===== config.mk =====
export PLATFORM = sky130hd
export DESIGN_NAME = segmap_xlate
export DESIGN_NICKNAME = d
export VERILOG_FILES = /design/src/rtl/segmap_pkg.sv /design/src/rtl/segmap_regs.sv /design/src/rtl/segmap_dxlate.sv /design/src/rtl/segmap_ixlate.sv /design/src/rtl/segmap_xlate.sv
export SDC_FILE = /design/constraint.sdc
export NUM_CORES = 1
export LEC_CHECK = 0
export BUFFER_PORTS_ARGS = -buffer_cell sky130_fd_sc_hd__buf_2
export CAP_MARGIN = 20
export CORE_MARGIN = 2
export CORE_UTILIZATION = 30
export DETAILED_ROUTE_END_ITERATION = 6
export GPL_TIMING_DRIVEN = 0
export MAX_ROUTING_LAYER = met4
export PLACE_DENSITY = 0.48
export SYNTH_ARGS = -nofsm -noshare
export SYNTH_HDL_FRONTEND = slang
export SYNTH_SLANG_ARGS = --single-unit

===== constraint.sdc =====
create_clock -name clk -period 13.24 [get_ports clk]
set_input_delay 1.324 -clock clk [delete_from_list [all_inputs] [get_ports clk]]
set_output_delay 1.324 -clock clk [all_outputs]
set_load 0.005 [all_outputs]

===== src/rtl/segmap_pkg.sv =====
package segmap_pkg;
  typedef enum logic [1:0] {
    SP_UNI  = 2'b00,
    SP_INSN = 2'b01,
    SP_DATA = 2'b10,
    SP_RSVD = 2'b11
  } space_e;

  localparam logic [31:0] UNI_BASE_D  = 32'h0000_0000;
  localparam logic [31:0] INSN_BASE_D = 32'h0100_0000;
  localparam logic [31:0] DATA_BASE_D = 32'h0200_0000;
  localparam int          MAP_W       = 16;
endpackage


===== src/rtl/segmap_regs.sv =====
module segmap_regs
  import segmap_pkg::*;
#(
  parameter int          N_IMAP    = 2,
  parameter int          N_DMAP    = 4,
  parameter logic [15:0] IMAP_AT   = 16'hFF00,
  parameter logic [15:0] DMAP_AT   = 16'hFF08,
  parameter logic [15:0] ALIAS_AT  = 16'hFF04,
  parameter int          ALIAS_IDX = 2,
  parameter logic [15:0] IMAP_RST  = 16'h1000,
  parameter logic [15:0] DMAP_RST  = 16'h2000,
  parameter logic [15:0] DLAST_RST = 16'h0000
) (
  input  logic                      clk,
  input  logic                      rst,
  input  logic                      wr_en,
  input  logic                      rd_en,
  input  logic [15:0]               addr,
  input  logic [MAP_W-1:0]          wdata,
  output logic [N_IMAP*MAP_W-1:0]   imaps,
  output logic [N_DMAP*MAP_W-1:0]   dmaps,
  output logic [MAP_W-1:0]          rdata,
  output logic                      hit
);
  logic [N_IMAP-1:0] sel_i;
  logic [N_DMAP-1:0] sel_d;
  logic [MAP_W-1:0]  imap_r [N_IMAP];
  logic [MAP_W-1:0]  dmap_r [N_DMAP];
  logic [MAP_W-1:0]  rd_mux;
  logic              rd_any;

  for (genvar k = 0; k < N_IMAP; k++) begin : g_imap
    assign sel_i[k] = (addr == 16'(32'(IMAP_AT) + 2 * k));
    always_ff @(posedge clk) begin
      if (rst)                   imap_r[k] <= IMAP_RST;
      else if (wr_en && sel_i[k]) imap_r[k] <= wdata;
    end
    assign imaps[k*MAP_W +: MAP_W] = imap_r[k];
  end

  for (genvar k = 0; k < N_DMAP; k++) begin : g_dmap
    localparam logic [15:0] RST_V = (k == N_DMAP - 1) ? DLAST_RST : DMAP_RST;
    if (k == ALIAS_IDX) begin : g_alias
      assign sel_d[k] = (addr == 16'(32'(DMAP_AT) + 2 * k)) || (addr == ALIAS_AT);
    end else begin : g_plain
      assign sel_d[k] = (addr == 16'(32'(DMAP_AT) + 2 * k));
    end
    always_ff @(posedge clk) begin
      if (rst)                   dmap_r[k] <= RST_V;
      else if (wr_en && sel_d[k]) dmap_r[k] <= wdata;
    end
    assign dmaps[k*MAP_W +: MAP_W] = dmap_r[k];
  end

  always_comb begin
    rd_mux = '0;
    for (int k = 0; k < N_IMAP; k++)
      if (sel_i[k]) rd_mux = rd_mux | imap_r[k];
    for (int k = 0; k < N_DMAP; k++)
      if (sel_d[k]) rd_mux = rd_mux | dmap_r[k];
    rd_any = (|sel_i) | (|sel_d);
  end

  always_ff @(posedge clk) begin
    if (rst) begin
      rdata <= '0;
      hit   <= 1'b0;
    end else if (rd_en) begin
      rdata <= rd_mux;
      hit   <= rd_any;
    end else begin
      hit   <= 1'b0;
    end
  end
endmodule


===== src/rtl/segmap_dxlate.sv =====
module segmap_dxlate
  import segmap_pkg::*;
#(
  parameter int          BLK_BYTES = 16384,
  parameter int          N_MAP     = 4,
  parameter int          OFF_W     = 18,
  parameter int          LEN_W     = 16,
  parameter logic [31:0] UNI_BASE  = UNI_BASE_D,
  parameter logic [31:0] INSN_BASE = INSN_BASE_D,
  parameter logic [31:0] DATA_BASE = DATA_BASE_D,
  parameter logic [31:0] IO_WIN    = 32'h0000_C000,
  parameter logic [31:0] IO_STRIDE = 32'h0001_0000
) (
  input  logic [OFF_W-1:0]       offset,
  input  logic [LEN_W-1:0]       len,
  input  logic [N_MAP*MAP_W-1:0] maps,
  output logic [31:0]            phys,
  output logic [LEN_W-1:0]       len_out,
  output logic                   fault
);
  localparam int          BLK_LG = $clog2(BLK_BYTES);
  localparam logic [31:0] BLK32  = 32'(BLK_BYTES);
  localparam logic [31:0] LIMIT  = 32'(BLK_BYTES * N_MAP);

  logic [31:0]      off32, regno, boff, room, len32, clip, qsh, seg;
  logic [MAP_W-1:0] map;
  logic [3:0]       nib;
  space_e           sp;

  always_comb begin
    off32 = 32'(offset);
    regno = off32 >> BLK_LG;
    boff  = off32 & (BLK32 - 32'd1);
    room  = BLK32 - boff;
    len32 = 32'(len);
    clip  = (len32 < room) ? len32 : room;
    map   = '0;
    for (int k = 0; k < N_MAP; k++)
      if (regno == 32'(k)) map = maps[k*MAP_W +: MAP_W];
    sp  = space_e'(map[13:12]);
    seg = 32'(map[9:0]);
    qsh = boff >> 12;
    case (qsh[1:0])
      2'd0:    nib = map[15:12];
      2'd1:    nib = map[11:8];
      2'd2:    nib = map[7:4];
      default: nib = map[3:0];
    endcase
    phys  = '0;
    fault = 1'b0;
    if (off32 >= LIMIT) begin
      fault = 1'b1;
    end else if (map[15]) begin
      phys = DATA_BASE + IO_STRIDE * 32'(nib) + IO_WIN + boff;
    end else begin
      case (sp)
        SP_UNI:  phys = UNI_BASE + (seg << BLK_LG) + boff;
        SP_INSN: phys = INSN_BASE + (seg << BLK_LG) + boff;
        SP_DATA: phys = DATA_BASE + (seg << 16) + (regno << BLK_LG) + boff;
        default: fault = 1'b1;
      endcase
    end
  end

  assign len_out = fault ? '0 : LEN_W'(clip);
endmodule


===== src/rtl/segmap_ixlate.sv =====
module segmap_ixlate
  import segmap_pkg::*;
#(
  parameter int          BLK_BYTES = 16384,
  parameter int          N_MAP     = 2,
  parameter int          OFF_W     = 18,
  parameter int          LEN_W     = 16,
  parameter int          TEST_WIN  = 2048,
  parameter logic [31:0] UNI_BASE  = UNI_BASE_D,
  parameter logic [31:0] INSN_BASE = INSN_BASE_D,
  parameter int          USEG_SH   = 17
) (
  input  logic [OFF_W-1:0]       offset,
  input  logic [LEN_W-1:0]       len,
  input  logic [N_MAP*MAP_W-1:0] maps,
  output logic [31:0]            phys,
  output logic [LEN_W-1:0]       len_out,
  output logic                   fault
);
  localparam int          BLK_LG = $clog2(BLK_BYTES);
  localparam logic [31:0] BLK32  = 32'(BLK_BYTES);
  localparam logic [31:0] TWIN32 = 32'(TEST_WIN);
  localparam logic [31:0] LIMIT  = 32'(BLK_BYTES * N_MAP);

  logic [31:0]      off32, regno, boff, room, len32, clip, toff, troom, seg;
  logic [MAP_W-1:0] map;
  logic             unused_map_bits;
  space_e           sp;

  always_comb begin
    off32 = 32'(offset);
    regno = off32 >> BLK_LG;
    boff  = off32 & (BLK32 - 32'd1);
    room  = BLK32 - boff;
    len32 = 32'(len);
    clip  = (len32 < room) ? len32 : room;
    map   = '0;
    for (int k = 0; k < N_MAP; k++)
      if (regno == 32'(k)) map = maps[k*MAP_W +: MAP_W];
    sp    = space_e'(map[13:12]);
    seg   = 32'(map[6:0]);
    toff  = boff & (TWIN32 - 32'd1);
    troom = TWIN32 - toff;
    phys  = '0;
    fault = 1'b0;
    if (off32 >= LIMIT) begin
      fault = 1'b1;
    end else begin
      case (sp)
        SP_UNI:  phys = UNI_BASE + (seg << USEG_SH) + boff;
        SP_INSN: phys = INSN_BASE + (regno << BLK_LG) + boff;
        SP_RSVD: begin
          phys = INSN_BASE + toff;
          if (troom < clip) clip = troom;
        end
        default: fault = 1'b1;
      endcase
    end
  end

  assign unused_map_bits = ^{map[15:14], map[11:7]};
  assign len_out = fault ? '0 : LEN_W'(clip);
endmodule


===== src/rtl/segmap_xlate.sv =====
module segmap_xlate
  import segmap_pkg::*;
#(
  parameter int BLK_BYTES = 16384,
  parameter int N_IMAP    = 2,
  parameter int N_DMAP    = 4,
  parameter int OFF_W     = 18,
  parameter int LEN_W     = 16
) (
  input  logic             clk,
  input  logic             rst,
  input  logic             cfg_wr_en,
  input  logic             cfg_rd_en,
  input  logic [15:0]      cfg_addr,
  input  logic [15:0]      cfg_wdata,
  output logic [15:0]      cfg_rdata,
  output logic             cfg_hit,
  input  logic             req_valid,
  input  logic             req_insn,
  input  logic [OFF_W-1:0] req_offset,
  input  logic [LEN_W-1:0] req_len,
  output logic             rsp_valid,
  output logic [31:0]      rsp_phys,
  output logic [LEN_W-1:0] rsp_len,
  output logic             rsp_fault
);
  logic [N_IMAP*MAP_W-1:0] imaps;
  logic [N_DMAP*MAP_W-1:0] dmaps;
  logic [31:0]             d_phys, i_phys;
  logic [LEN_W-1:0]        d_len, i_len;
  logic                    d_fault, i_fault;

  segmap_regs #(.N_IMAP(N_IMAP), .N_DMAP(N_DMAP)) u_regs (
    .clk(clk), .rst(rst), .wr_en(cfg_wr_en), .rd_en(cfg_rd_en),
    .addr(cfg_addr), .wdata(cfg_wdata), .imaps(imaps), .dmaps(dmaps),
    .rdata(cfg_rdata), .hit(cfg_hit)
  );

  segmap_dxlate #(.BLK_BYTES(BLK_BYTES), .N_MAP(N_DMAP), .OFF_W(OFF_W), .LEN_W(LEN_W)) u_dx (
    .offset(req_offset), .len(req_len), .maps(dmaps),
    .phys(d_phys), .len_out(d_len), .fault(d_fault)
  );

  segmap_ixlate #(.BLK_BYTES(BLK_BYTES), .N_MAP(N_IMAP), .OFF_W(OFF_W), .LEN_W(LEN_W)) u_ix (
    .offset(req_offset), .len(req_len), .maps(imaps),
    .phys(i_phys), .len_out(i_len), .fault(i_fault)
  );

  always_ff @(posedge clk) begin
    if (rst) begin
      rsp_valid <= 1'b0;
      rsp_phys  <= '0;
      rsp_len   <= '0;
      rsp_fault <= 1'b0;
    end else begin
      rsp_valid <= req_valid;
      if (req_valid) begin
        rsp_phys  <= req_insn ? i_phys  : d_phys;
        rsp_len   <= req_insn ? i_len   : d_len;
        rsp_fault <= req_insn ? i_fault : d_fault;
      end else begin
        rsp_fault <= 1'b0;
      end
    end
  end
endmodule


## Yosys cells after proc, flatten, opt, wreduce, memory -nomap -nowiden

Memory sizes are Yosys's and may differ from the RTL's.
Index checks and enable logic that the tools add are counted.

- $add $sub $neg: 15
- $mul: 0
- Div/mod/pow operators: 0
- Order comparisons: 4
- Equality and inequality tests: 16
- Shift-type cells: 0
- Muxes and demuxes: 58
- Bitwise operators: 14
- Reductions and logical operators: 17

Operators by type and width:

| kind | count |
|---|---|
| 16-bit two-way mux | 22 |
| 32-bit case mux with 3 select lines | 2 |
| 32-bit two-way mux | 5 |
| 32-bit by 14-bit adder with 32-bit output | 4 |
| 16-bit equality test, second input constant | 7 |
| 16-bit OR | 5 |
| 24-bit by 14-bit adder with 25-bit output | 2 |
| 32-bit by 16-bit adder with 32-bit output, second input constant | 1 |
| 32-bit by 18-bit adder with 32-bit output | 1 |
| 32-bit logical NOT | 1 |
| 16-bit by 32-bit less-than comparator with 1-bit output | 1 |
| 32-bit less-than comparator | 1 |
| 14-bit two-way mux | 2 |
| 26-bit by 20-bit adder with 27-bit output, first input constant | 1 |
| 26-bit by 26-bit adder with 27-bit output, first input constant | 1 |
| 25-bit by 11-bit adder with 26-bit output, first input constant | 1 |
| 25-bit by 18-bit adder with 26-bit output, first input constant | 1 |
| 25-bit by 24-bit adder with 26-bit output, first input constant | 1 |
| 1-bit two-way mux | 26 |
| 18-bit by 16-bit >= comparator with 1-bit output, second input constant | 1 |
| 18-bit by 17-bit >= comparator with 1-bit output, second input constant | 1 |
| 15-bit by 14-bit subtractor with 16-bit output, first input constant | 1 |
| 12-bit by 11-bit subtractor with 13-bit output, first input constant | 1 |
| 4-bit case mux with 3 select lines | 1 |
| other kinds (12) | 34 |

- Bits in registers: 67
- Bits in latches: 0
- Bits in writable memories: 96
- Memory bits (read-only): 0
- Input bits: 72
- Output and inout port bits: 67
- Word-level logic and storage cells: 132
- Memories kept: 2

Memories:

| name | words | width | rd ports | clocked after Yosys merged registers in | wr ports | RTL line | RTL |
|---|---|---|---|---|---|---|---|
| u_regs.dmap_r | 4 | 16 | 4 | 0 | 4 | segmap_regs.sv:28 | `logic [MAP_W-1:0] dmap_r [N_DMAP];` |
| u_regs.imap_r | 2 | 16 | 2 | 0 | 2 | segmap_regs.sv:27 | `logic [MAP_W-1:0] imap_r [N_IMAP];` |

## Logic depth before layout (Yosys ltp)

Gate-level depths: netlist of the first run.

- Word-level depth: 12
- Mapped depth: 28
- Gate-level depth less buffers: 26

## Modules after synthesis

From an unflattened synthesis of the first run, not the netlist that was laid out.

- Cells, all modules: 1,080
- Area, all modules: 10,985.5 sq um

Modules (own cells, without submodules):

| module | instances | cells each | area each (sq um) | sequential area each (sq um) |
|---|---|---|---|---|
| segmap_regs | 1 | 375 | 5,053.6 | 3,223.1 |
| segmap_xlate | 1 | 219 | 2,175.8 | 1,001.0 |
| segmap_dxlate | 1 | 262 | 2,063.2 | 0.0 |
| segmap_ixlate | 1 | 224 | 1,692.9 | 0.0 |

## Least setup slack after synthesis of the first run

OpenSTA, ideal clock, no wires.

- Kind: input port to flip-flop
- Start point: in req_offset[4]
- End point: reg rsp_len[9]
- Setup time: 0.133 ns
- Data arrival time: 6.241 ns
- Data required time: 13.107 ns
- Setup slack: 6.866 ns
- Cell stages on the path: 25
- Buffers on the path: 2
- Cells stage by stage: or3_1 -> or4_1 -> or4_1 -> xor2_1 -> inv_1 -> ha_1 -> a21o_1 -> a31oi_1 -> o21a_1 -> o31ai_4 -> nor2_1 -> clkbuf_1 -> a21o_1 -> inv_1 -> ha_1 -> a21oi_1 -> o21ai_0 -> a211oi_1 -> o21ai_0 -> a21oi_2 -> o211a_1 -> o21ai_4 -> buf_6 -> a221oi_1 -> nor3_1

- Cells in the longest elaborated chain, start to end: 9
- Elaborated cells on any way between the ends: 15
- Classes of those cells: add/sub: 2; order compare: 4; mux: 9

RTL lines:

| element | RTL line | RTL |
|---|---|---|
| start, declared | segmap_xlate.sv:20 | `input logic [OFF_W-1:0] req_offset,` |
| 15-bit by 14-bit subtractor with 16-bit output | segmap_dxlate.sv:34, segmap_ixlate.sv:34 |  |
| 16-bit by 32-bit less-than comparator with 1-bit output | segmap_dxlate.sv:36, segmap_ixlate.sv:36 |  |
| 32-bit two-way mux | segmap_dxlate.sv:36 | `clip = (len32 < room) ? len32 : room;` |
| 32-bit less-than comparator | segmap_ixlate.sv:54 | `if (troom < clip) clip = troom;` |
| 16-bit two-way mux | segmap_ixlate.sv:54 |  |
| 16-bit two-way mux | segmap_ixlate.sv:49 | `case (sp)` |
| 16-bit two-way mux | segmap_ixlate.sv:46 | `if (off32 >= LIMIT) begin` |
| 16-bit two-way mux | segmap_ixlate.sv:62 | `assign len_out = fault ? '0 : LEN_W'(clip);` |
| 16-bit two-way mux (*) | segmap_xlate.sv:59 | `rsp_len <= req_insn ? i_len : d_len;` |
| end signal, assigned | segmap_xlate.sv:59 |  |
| end, declared | segmap_xlate.sv:24 | `output logic [LEN_W-1:0] rsp_len,` |

Mark *: on every way between the ends. The rest lies on a longest branch, timed or not.
A chain may end at the register's enable or synchronous reset.

## Worst setup path after layout of the first run

- Start point: in req_offset[4]
- End point: reg rsp_len[8]

Same word-level chain as after synthesis.

==> metrics.log, run 1 <==
[metrics] result of the run: complete, no violations
[metrics] Synthesis Warnings: 0
[metrics] maximum number of pins on one net before global-route repair: 19
[metrics] core region area: 28,900 um^2
[metrics] end of the worst register-to-register path: rsp_phys[22]
[metrics] total wire length after detailed routing: 30.6 mm
[metrics] effective utilization at floorplan: 0.307
[metrics] post-route cell area: 10,600 um^2
[metrics] Worst Setup Path Type: input pin to flip-flop
[metrics] Max-Cap Viols: 0
[metrics] class of the worst hold path: flip-flop to flip-flop
[metrics] starting DRC count in detailed routing: 570
[metrics] register bit total from synthesis: 158
[metrics] Max rail drop VDD: 0.0855 mV
[metrics] Finished Core Util: 0.368
[metrics] share of post-route cells with drive strength above 1: 0.196
[metrics] Post-CTS Setup Repair Bufs: 0
[metrics] # nets final: 1,133
[metrics] number of antenna violations at the first check in global routing: 0
[metrics] Crit path arrival time: 7.55 ns
[metrics] overflow left after global routing: 0
[metrics] nature of the critical path endpoint: flip-flop
[metrics] vias in the first global route: 7,325
[metrics] placed instance count: 1,399
[metrics] placed wire-length estimate after detailed placement: 22.3 mm
[metrics] post-CTS sizing: 0
[metrics] routed length per placed instance: 21.4 um
[metrics] number of inserted filler cells in the final layout: 2,971
[metrics] area used by sequential logic in the layout: 4120 um^2
[metrics] crit path buf inv count: 4
[metrics] Critical Path Start Type: input pin
[metrics] max-slew headroom at the worst pin: 0.213
[metrics] TritonCTS Buffers: 17
[metrics] Setup Skew: 0.0151 ns
[metrics] cell family contributing the most delay on the critical path: compound AO/OA/AOI/OAI gates
[metrics] clock network latency to the later pin of the worst-skew pair: 0.44 ns
[metrics] number of synthesized flops with an enable pin: 96
[metrics] highest fanout seen on the critical path: 10
[metrics] count of vias placed by the detailed router: 7,382
[metrics] clock root cell: sky130_fd_sc_hd__clkbuf_16
[metrics] worst setup slack for register-to-register paths: 10.19 ns
[metrics] worst r2r src: u_regs.dmap_r[0][0]
[metrics] Die Y-Extent: 176 um
[metrics] number of cells in the finished layout apart from fillers: 1,431
[metrics] Yosys top cell by area: sky130_fd_sc_hd__edfxtp_1
[metrics] Mapped Avg Cell Area: 10.1 um^2
[metrics] critical path's slowest cell: sky130_fd_sc_hd__or4_1
[metrics] synth-to-layout area growth: 19.9%
[metrics] final setup TNS: 0 ns
[metrics] final number of hold-violating endpoints: 0
[metrics] drt first pass iters: 5
[metrics] clock edge transition at the registers on the reported setup and hold paths: 0.07 ns
[metrics] area used by multi-input combinational logic: 4340 um^2
[metrics] gate count of the mapped netlist: 880
[metrics] clock buffer depth: 2
[metrics] final setup fails: 0
[metrics] horizontal die dimension: 176 um
[metrics] crit share post-route: 0.547
[metrics] first-pass GRT wire length: 45.3 mm
[metrics] fraction of synthesis flops using an asynchronous set or reset pin: 0
[metrics] total die area: 30,900 um^2
[metrics] total track usage: 0.205
[metrics] clk sinks: 158
[metrics] ratio of total power to cell area: 114 nW/um^2
[metrics] Worst Path Required: 13.54 ns
[metrics] number of core rows: 62
[metrics] Fmax: 138 MHz
[metrics] drt via density: 5.16
[metrics] antenna-violating nets left: 0
[metrics] worst hold stages: 2
[metrics] cell area after synthesis: 8850 um^2
[metrics] total placed instance area: 10,000 um^2
[metrics] slew at the pin closest to its max-slew limit: 1.17 ns
[metrics] DRC viols: 0
[metrics] leakage power: 4.28 nW
[metrics] Top Ports: 139
[metrics] count of input and output buffers: 128
[metrics] post-synthesis cell type count: 74
[metrics] global placement routability congestion: 0.916
[metrics] proportion of netlist area held by the largest area contributor: 0.326
[metrics] sequential-to-total area share from yosys stat: 0.466
[metrics] min Tclk post-route: 7.25 ns
[metrics] count of hold-fix buffers inserted at cts: 0
[metrics] Most used DFF post-synth: sky130_fd_sc_hd__edfxtp_1
[metrics] Slew Limit Fails: 0
[metrics] number of diodes: 0
[metrics] CTS tree: yes
[metrics] largest stage delay on the critical path: 0.50 ns
[metrics] launch point of the worst hold path: rsp_phys[0]
[metrics] worst r2r path cells: 12
[metrics] hold slack final: 0.451 ns
[metrics] Area contributors post-synth: sky130_fd_sc_hd__edfxtp_1, sky130_fd_sc_hd__dfxtp_1, sky130_fd_sc_hd__and2_1, sky130_fd_sc_hd__mux2i_1, sky130_fd_sc_hd__ha_1
[metrics] unrepaired setup endpoints after global routing: false
[metrics] sink of the worst hold path: rsp_phys[0]
[metrics] CTS H-Tree Depth: 4
[synth_stat cells, types with 14 or more instances]
cell / instances
sky130_fd_sc_hd__inv_1: 30
sky130_fd_sc_hd__clkbuf_1: 38
sky130_fd_sc_hd__nand2_1: 75
sky130_fd_sc_hd__a22o_1: 27
sky130_fd_sc_hd__a221oi_1: 25
sky130_fd_sc_hd__xnor2_1: 14
sky130_fd_sc_hd__o22ai_1: 15
sky130_fd_sc_hd__a21o_1: 14
sky130_fd_sc_hd__and2_1: 93
sky130_fd_sc_hd__ha_1: 26
sky130_fd_sc_hd__nand4_1: 19
sky130_fd_sc_hd__mux2i_1: 41
sky130_fd_sc_hd__edfxtp_1: 96
sky130_fd_sc_hd__nor2_1: 68
sky130_fd_sc_hd__a21oi_1: 16
sky130_fd_sc_hd__o21ai_0: 25
sky130_fd_sc_hd__dfxtp_1: 62
sky130_fd_sc_hd__nor3_1: 42
[worst min-delay path, stage by stage (launching register included)]
cell,delay (ns)
sky130_fd_sc_hd__dfxtp_1,0.32
sky130_fd_sc_hd__nand2_1,0.04
sky130_fd_sc_hd__o21ai_0,0.06
[final cells by class]
| cell class | count | share of cell area |
|---|---|---|
| clock inverters | 15 | 0.0156 |
| flip-flops and latches | 158 | 0.389 |
| repair buffers | 131 | 0.0630 |
| clock buffers | 17 | 0.0401 |
| plain buffers | 57 | 0.0272 |
| well taps | 384 | 0.0453 |
| inverters | 31 | 0.0110 |
| multi-input cells | 638 | 0.409 |
[cells in the final DEF, fill, tap and decap left out, drive strengths merged, types with 7 or more instances in the layout]
cell type	instances
edfxtp	96
buf	149
o22ai	15
mux2i	41
nand2b	10
clkbuf	55
dfxtp	62
a21oi	18
and2	93
a22oi	7
nand3	8
and3b	7
nand4	19
o221ai	11
ha	26
a31oi	7
or3	7
a22o	28
o21ai	27
inv	38
a221oi	25
nor3	44
nand2	75
a21o	14
nor2	68
xnor2	15
clkinv	8
[cell families after synthesis]
logic type / Yosys count / share of synthesized area
compound gates: 181 / 0.155
mux: 44 / 0.0540
buf+inv: 88 / 0.0458
fa+ha+maj: 27 / 0.0390
other cells: 1 / 0.000424
simple gates: 360 / 0.216
xor+xnor: 21 / 0.0237
flops: 158 / 0.466
[state kept, by name (all words and copies together) (netlist names)]
signal and cells:
u_regs.hit 1, u_regs.imap_r 32, u_regs.dmap_r 64, rsp_valid 1, rsp_fault 1, u_regs.rdata 16, rsp_len 16, rsp_phys 27
[per-layer routing]
metal,wire length (um),up-vias,global-route usage,part of all wire
met4,541,0,0.0496,0.018
met2,14600,249,0.341,0.48
met5,0,-,-,0
met3,1660,32,0.0346,0.054
li1,-,3549,-,-
met1,13800,3552,0.261,0.45
[report_power, final]
group | switching [W] | total, W | internal (W)
logic | 0.0000955 | 0.000153 | 0.0000571
registers | 0.0000116 | 0.000554 | 0.000542
clock network | 0.000246 | 0.000500 | 0.000254
[per-stage QoR]
stage / setup WS [ns] / power (W)
2_1_floorplan: 6.87 / 0.000651
3_3_place_gp: 5.53 / 0.000716
3_5_place_dp: 5.58 / 0.000717
4_1_cts: 6.04 / 0.00121
5_1_grt: 5.63 / 0.00125
6_report: 5.99 / 0.00121
[worst max-delay path by stage]
stage                  start    endpoint  depth (start not counted)
4_1_cts        req_offset[4]  rsp_len[8]                         26
2_1_floorplan  req_offset[4]  rsp_len[9]                         25
5_1_grt        req_offset[4]  rsp_len[8]                         27
6_report       req_offset[4]  rsp_len[8]                         26
3_3_place_gp   req_offset[4]  rsp_len[8]                         26
3_5_place_dp   req_offset[4]  rsp_len[8]                         26
Note: power is estimated with default switching activity, not from simulation.
==> run 2, diff against run 1 <==
--- a/config.mk
+++ b/config.mk
@@ -5,6 +5,7 @@
 export SDC_FILE = /design/constraint.sdc
 export NUM_CORES = 1
 export LEC_CHECK = 0
+export ABC_AREA = 1
 export BUFFER_PORTS_ARGS = -buffer_cell sky130_fd_sc_hd__buf_2
 export CAP_MARGIN = 20
 export CORE_MARGIN = 2
@@ -12,7 +13,7 @@
 export DETAILED_ROUTE_END_ITERATION = 6
 export GPL_TIMING_DRIVEN = 0
 export MAX_ROUTING_LAYER = met4
-export PLACE_DENSITY = 0.48
+export PLACE_DENSITY = 0.49
 export SYNTH_ARGS = -nofsm -noshare
 export SYNTH_HDL_FRONTEND = slang
 export SYNTH_SLANG_ARGS = --single-unit
==> constraint.sdc (replaced) <==
create_clock -name clk -period 6.4 [get_ports clk]
set_input_delay 0.64 -clock clk [delete_from_list [all_inputs] [get_ports clk]]
set_output_delay 0.64 -clock clk [all_outputs]
set_load 0.005 [all_outputs]
==> run 2 against run 1 <==
Net effect: sequential power is 110% higher; clock power is 110% higher; global-route usage is 1.6 points higher; critical path depth is 4 higher; synthesized cell count is 23% higher; area after synthesis is 1.2% higher; critical path type unchanged; largest cell class is now registers; largest power group unchanged.
==> metrics.log, run 2 <==
[metrics] global placement routability congestion: 0.920
[metrics] starting DRC count in detailed routing: 750
[metrics] proportion of netlist area held by the largest area contributor: 0.322
[metrics] post-synthesis cell type count: 58
[metrics] Worst Setup Path Type: input pin to flip-flop
[metrics] vias in the first global route: 8,220
[metrics] area used by multi-input combinational logic: 4070 um^2
[metrics] number of synthesized flops with an enable pin: 96
[metrics] clock buffer depth: 2
[metrics] clock group share of total power: 0.421
[metrics] post-route setup slack: 1.79 ns
[metrics] count of input and output buffers: 129
[metrics] Synthesis Warnings: 0
[metrics] number of flip-flops under the largest register name: 64
[metrics] DRC viols: 0
[metrics] internal power component: 0.00182 W
[metrics] # nets final: 1,340
[metrics] antenna-violating nets left: 0
[metrics] Sw Ratio: 0.283
[metrics] total track usage: 0.222
[metrics] drt first pass iters: 5
[metrics] max-slew headroom at the worst pin: 0.318
[metrics] number of core rows: 63
[metrics] gate count of the mapped netlist: 1,083
[metrics] Net Switching: 0.000717 W
[metrics] horizontal die dimension: 177 um
[metrics] most frequent cell after synthesis: sky130_fd_sc_hd__nand2_1
[metrics] Post-CTS Setup Repair Bufs: 0
[metrics] fraction of synthesis flops using an asynchronous set or reset pin: 0
[metrics] number of antenna violations at the first check in global routing: 1
[metrics] number of inserted filler cells in the final layout: 3,143
[metrics] count of hold-fix buffers inserted at cts: 0
[metrics] leakage power: 4.59 nW
[metrics] Crit path arrival time: 4.94 ns
[metrics] clock root cell: sky130_fd_sc_hd__clkbuf_16
[metrics] effective utilization at floorplan: 0.304
[metrics] crit share post-route: 0.720
[metrics] Max-Cap Viols: 0
[metrics] nature of the critical path endpoint: flip-flop
[metrics] overflow left after global routing: 0
[metrics] drt via density: 5.17
[metrics] routed length per placed instance: 20.2 um
[metrics] clock edge transition at the registers on the reported setup and hold paths: 0.07 ns
[metrics] final number of hold-violating endpoints: 0
[metrics] class of the worst hold path: flip-flop to flip-flop
[metrics] portion of total power attributed to sequential cells: 0.452
[metrics] area used by sequential logic in the layout: 4120 um^2
[metrics] commonest non-fill, non-tap cells in the layout: sky130_fd_sc_hd__nand2_1, sky130_fd_sc_hd__nor2_1, sky130_fd_sc_hd__buf_2
[metrics] count of vias placed by the detailed router: 8,512
[metrics] TritonCTS Buffers: 17
[metrics] Yosys top cell by area: sky130_fd_sc_hd__edfxtp_1
[metrics] Setup Skew: 0.0133 ns
[metrics] part of the power in combinational logic: 0.127
[metrics] total placed instance area: 10,200 um^2
[metrics] min Tclk post-route: 4.61 ns
[metrics] highest fanout seen on the critical path: 10
[metrics] post-CTS sizing: 0
[metrics] Area contributors post-synth: sky130_fd_sc_hd__edfxtp_1, sky130_fd_sc_hd__dfxtp_1, sky130_fd_sc_hd__nand2_1, sky130_fd_sc_hd__nor2_1, sky130_fd_sc_hd__inv_1
[metrics] largest stage delay on the critical path: 0.41 ns
[metrics] most frequent standard cell in the layout excluding fill and tap cells: sky130_fd_sc_hd__nand2_1
[metrics] register bit total from synthesis: 158
[metrics] cell area after synthesis: 8960 um^2
[metrics] Die Y-Extent: 177 um
[metrics] sequential-to-total area share from yosys stat: 0.460
[metrics] CTS H-Tree Depth: 4
[metrics] result of the run: complete, no violations
[metrics] CTS tree: yes
[metrics] Most common cell on crit path: sky130_fd_sc_hd__nand2_1
[metrics] slew at the pin closest to its max-slew limit: 1.02 ns
[metrics] minimum setup slack after placement: 1.40 ns
[metrics] critical path's slowest cell: sky130_fd_sc_hd__nor3_1
[metrics] Most used DFF post-synth: sky130_fd_sc_hd__edfxtp_1
[metrics] ratio of total power to cell area: 234 nW/um^2
[metrics] clk sinks: 158
[metrics] final setup fails: 0
[metrics] synth-to-layout area growth: 21.2%
[metrics] Fmax: 217 MHz
[metrics] final setup TNS: 0 ns
[metrics] Slew Limit Fails: 0
[metrics] Max rail drop VDD: 0.156 mV
[metrics] core region area: 29,500 um^2
[metrics] clock network latency to the later pin of the worst-skew pair: 0.44 ns
[metrics] maximum number of pins on one net before global-route repair: 18
[metrics] total die area: 31,300 um^2
[metrics] Largest regs: u_regs.dmap_r (64), u_regs.imap_r (32), rsp_phys (27)
[metrics] commonest cells in the synthesized netlist: sky130_fd_sc_hd__nand2_1, sky130_fd_sc_hd__nor2_1, sky130_fd_sc_hd__inv_1
[metrics] share of post-route cells with drive strength above 1: 0.201
[metrics] Biggest register: u_regs.dmap_r
[metrics] first-pass GRT wire length: 50.0 mm
[metrics] total wire length after detailed routing: 33.2 mm
[metrics] Worst Path Required: 6.73 ns
[metrics] Critical Path Start Type: input pin
[metrics] unrepaired setup endpoints after global routing: false
[metrics] placed wire-length estimate after detailed placement: 24.9 mm
[metrics] Mapped Avg Cell Area: 8.27 um^2
[metrics] Top Ports: 139
[metrics] post-route cell area: 10,900 um^2
[run 2: changes by cell type after synthesis, moves of 13 or more]
cell and delta:
sky130_fd_sc_hd__xnor2_1 -13, sky130_fd_sc_hd__nand3_1 +35, sky130_fd_sc_hd__nand2_1 +97, sky130_fd_sc_hd__mux2i_1 -41, sky130_fd_sc_hd__inv_1 +103, sky130_fd_sc_hd__nor2_1 +78
sky130_fd_sc_hd__nor3_1 -28, sky130_fd_sc_hd__a21o_1 -13, sky130_fd_sc_hd__a22o_1 -24, sky130_fd_sc_hd__and2_1 -93, sky130_fd_sc_hd__nand2_2 +16, sky130_fd_sc_hd__o21ai_0 +65
sky130_fd_sc_hd__a21oi_1 +24
[run 2: cell families (layout without fill, tap and decap cells)]
logic type                 count (synthesis)  after routing  share of synthesized area
AOI/OAI and AO/OA                        244            244                      0.178
xor gates and xnor gates                  10             10                    0.00978
adders and majority gates                 27             27                     0.0386
buffers and inverters                    198            365                     0.0896
DFF                                      158            158                      0.460
other                                      1              6                   0.000419
and+or+nand+nor                          445            445                      0.223
[run 2: worst paths after layout]
kind                       startpoint      endpoint  slack (ns)  cells after the start
setup / recovery        req_offset[0]    rsp_len[8]        1.79                     30
hold / removal            rsp_len[15]   rsp_len[15]        0.44                      2
setup reg to reg  u_regs.dmap_r[1][0]  rsp_phys[24]        3.90                     14
hold reg to reg           rsp_len[15]   rsp_len[15]        0.44                      2
[run 2: layout make-up]
type	instances	area share
clock buffers	18	0.0395
plain buffers	51	0.0228
multi-input cells	731	0.375
flip-flops and latches	158	0.380
repair buffers	135	0.0701
well taps	390	0.0450
diodes	1	0.000231
inverters	147	0.0511
clock inverters	14	0.0161
[run 2: per-stage QoR]
step	cells	util	hold slack, ns	power (W)
2_1_floorplan	1087	-	0.435	0.00135
3_3_place_gp	1606	0.343	0.427	0.00148
3_5_place_dp	1612	0.348	0.431	0.00149
4_1_cts	1644	0.368	0.443	0.00255
5_1_grt	1645	0.368	0.463	0.00263
6_report	1645	0.368	0.440	0.00254
[run 2: metal layers]
metal / GRT usage / vias to the layer above / wire length, um
met2: 0.364 / 360 / 15800
met4: 0.0637 / 0 / 677
met1: 0.278 / 4030 / 14500
met5: - / - / 0
met3: 0.0412 / 54 / 2320
li1: - / 4068 / -
[run 2: critical path: cells and delay by family]
family | cells | cell delay, ns
buffers and inverters | 7 | 1.01
adders and majority gates | 2 | 0.62
AOI/OAI and AO/OA | 4 | 0.64
xor gates and xnor gates | 1 | 0.19
and+or+nand+nor | 16 | 1.85
[run 2: power by group through the flow]
stage	sequential, W	clock, W	combinational, W
2_1_floorplan	0.00116	0	0.000186
3_3_place_gp	0.00117	0	0.000310
3_5_place_dp	0.00117	0	0.000321
4_1_cts	0.00115	0.00108	0.000323
5_1_grt	0.00115	0.00112	0.000360
6_report	0.00115	0.00107	0.000322
==> run 3, diff against run 2 <==
--- a/config.mk
+++ b/config.mk
@@ -13,7 +13,7 @@
 export DETAILED_ROUTE_END_ITERATION = 6
 export GPL_TIMING_DRIVEN = 0
 export MAX_ROUTING_LAYER = met4
-export PLACE_DENSITY = 0.49
+export PLACE_DENSITY = 0.48
 export SYNTH_ARGS = -nofsm -noshare
 export SYNTH_HDL_FRONTEND = slang
 export SYNTH_SLANG_ARGS = --single-unit
==> constraint.sdc (replaced) <==
create_clock -name clk -period 4.26 [get_ports clk]
set_input_delay 0.426 -clock clk [delete_from_list [all_inputs] [get_ports clk]]
set_output_delay 0.426 -clock clk [all_outputs]
set_load 0.005 [all_outputs]
==> run 3 against run 2 <==
Net effect: design area grew 2.8%; largest power group is now the clock network; largest cell class is now multi-input combinational cells; non-clock buffer count grew 13; power grew 57%; global-route usage is essentially flat; utilization grew 1.0 points; critical path depth is the same.
==> metrics.log, run 3 (synthesis results as in run 2) <==
[metrics] portion of total power attributed to sequential cells: 0.432
[metrics] final setup fails: 0
[metrics] hold slack final: 0.307 ns
[metrics] effective utilization at floorplan: 0.304
[metrics] final number of hold-violating endpoints: 0
[metrics] class of the worst hold path: input pin to flip-flop
[metrics] number of core rows: 63
[metrics] most frequent standard cell in the layout excluding fill and tap cells: sky130_fd_sc_hd__nand2_1
[metrics] leakage power: 4.71 nW
[metrics] Max-Cap Viols: 0
[metrics] end of the worst register-to-register path: rsp_phys[24]
[metrics] ratio of total power to cell area: 357 nW/um^2
[metrics] Critical Path Start Type: input pin
[metrics] sink of the worst hold path: rsp_phys[6]
[metrics] nature of the critical path endpoint: flip-flop
[metrics] core region area: 29,500 um^2
[metrics] count of input and output buffers: 129
[metrics] commonest non-fill, non-tap cells in the layout: sky130_fd_sc_hd__nand2_1, sky130_fd_sc_hd__nor2_1, sky130_fd_sc_hd__buf_2
[metrics] clock network latency to the later pin of the worst-skew pair: 0.43 ns
[metrics] Setup Skew: 0.0114 ns
[metrics] Slew Limit Fails: 0
[metrics] Fmax: 251 MHz
[metrics] clock root cell: sky130_fd_sc_hd__clkbuf_16
[metrics] CTS H-Tree Depth: 4
[metrics] global placement routability congestion: 0.909
[metrics] count of vias placed by the detailed router: 8,649
[metrics] clk sinks: 158
[metrics] Most common cell on crit path: sky130_fd_sc_hd__nand2_2
[metrics] largest stage delay on the critical path: 0.30 ns
[metrics] critical path's slowest cell: sky130_fd_sc_hd__ha_1
[metrics] min Tclk post-route: 3.99 ns
[metrics] worst hold stages: 3
[metrics] post-route cell area: 11,200 um^2
[metrics] TritonCTS Buffers: 17
[metrics] CTS tree: yes
[metrics] internal power component: 0.00287 W
[metrics] total die area: 31,300 um^2
[metrics] Max rail drop VDD: 0.258 mV
[metrics] worst r2r path cells: 14
[metrics] Sw Ratio: 0.280
[metrics] maximum number of pins on one net before global-route repair: 17
[metrics] worst setup slack for register-to-register paths: 1.71 ns
[metrics] minimum setup slack after placement: -0.629 ns
[metrics] overflow left after global routing: 0
[metrics] total wire length after detailed routing: 34.2 mm
[metrics] DRC viols: 0
[metrics] routed length per placed instance: 20.6 um
[metrics] Die Y-Extent: 177 um
[metrics] highest fanout seen on the critical path: 10
[metrics] launch point of the worst hold path: req_offset[6]
[metrics] antenna-violating nets left: 0
[metrics] Largest regs: u_regs.dmap_r (64), u_regs.imap_r (32), rsp_phys (27)
[metrics] drt via density: 5.22
[metrics] Crit path arrival time: 4.37 ns
[metrics] Worst Setup Path Type: input pin to flip-flop
[metrics] result of the run: complete, no violations
[metrics] crit share post-route: 0.937
[metrics] vias in the first global route: 8,198
[metrics] max-slew headroom at the worst pin: 0.268
[metrics] starting DRC count in detailed routing: 686
[metrics] number of antenna violations at the first check in global routing: 0
[metrics] share of post-route cells with drive strength above 1: 0.232
[metrics] Biggest register: u_regs.dmap_r
[metrics] post-route setup slack: 0.269 ns
[metrics] number of flip-flops under the largest register name: 64
[metrics] drt first pass iters: 5
[metrics] clock group share of total power: 0.438
[metrics] part of the power in combinational logic: 0.129
[metrics] total placed instance area: 10,200 um^2
[metrics] placed wire-length estimate after detailed placement: 25.4 mm
[metrics] clock edge transition at the registers on the reported setup and hold paths: 0.07 ns
[metrics] slew at the pin closest to its max-slew limit: 1.10 ns
[metrics] first-pass GRT wire length: 50.0 mm
[metrics] worst r2r src: u_regs.dmap_r[1][0]
[metrics] number of diodes: 0
[metrics] Worst Path Required: 4.64 ns
[metrics] # nets final: 1,353
[metrics] Net Switching: 0.00111 W
[metrics] Top Ports: 139
[metrics] total track usage: 0.222
[metrics] clock buffer depth: 2
[metrics] synth-to-layout area growth: 24.6%
[metrics] horizontal die dimension: 177 um
-- run 3: critical path, delay by kind of cell --
| family | cells | cell delay [ns] |
|---|---|---|
| AND/OR/NAND/NOR | 18 | 2.07 |
| buffers and inverters | 5 | 0.63 |
| adder cells (fa/ha/maj) | 2 | 0.53 |
| AO/OA/AOI/OAI | 4 | 0.52 |
| XOR/XNOR | 1 | 0.17 |
-- run 3: power groups by stage --
stage | logic, W | registers, W | clock network, W
after floorplan | 0.000279 | 0.00175 | 0
after global placement | 0.000469 | 0.00176 | 0
after detailed placement | 0.000481 | 0.00176 | 0
after CTS | 0.000485 | 0.00172 | 0.00176
after global routing | 0.000569 | 0.00173 | 0.00183
final | 0.000515 | 0.00172 | 0.00175
-- run 3: layout make-up --
cell class                 count  area [um^2]
clock inverter                14          219
inverter                     147          557
timing repair buffer         148          848
fill                        3142        18300
sequential                   158         4120
tap                          390          488
clock buffer                  18          429
buffer                        51          267
multi-input combinational    731         4230
-- run 3: routing by layer --
metal,vias up,global-route usage,share of wire
li1,4092,-,-
met1,4173,0.289,0.45
met2,339,0.362,0.48
met3,45,0.0363,0.061
met4,0,0.0513,0.018
met5,-,-,0
-- run 3: repair_timing --
item                       CTS  global route
pin swaps                    0            11
buffers inserted             0            10
resized for setup            4            44
setup endpoints to repair   13            13
gates cloned                 0             2
hold buffers                 0             0
-- run 3: per-stage QoR --
stage | TNS [ns] | std cells | utilization | total power, W
after global placement | -32.10 | 1606 | 0.343 | 0.00223
after global routing | -0.250 | 1657 | 0.379 | 0.00412
final | 0 | 1657 | 0.379 | 0.00398
after detailed placement | -7.60 | 1613 | 0.347 | 0.00224
after floorplan | 0 | 1087 | - | 0.00203
after CTS | 0 | 1645 | 0.369 | 0.00397
-- run 3: worst max path at each step --
stage / start / end / slack [ns] / cells past startpoint
floorplan: req_offset[4] / rsp_len[14] / 0.35 / 30
global placement: cfg_addr[5] / u_regs.dmap_r[2][8] / -0.78 / 8
detailed placement: req_offset[0] / rsp_len[8] / -0.63 / 30
CTS: req_offset[0] / rsp_len[8] / 0.02 / 33
global route: req_offset[2] / rsp_len[4] / -0.05 / 31
finish: req_offset[2] / rsp_len[4] / 0.27 / 30
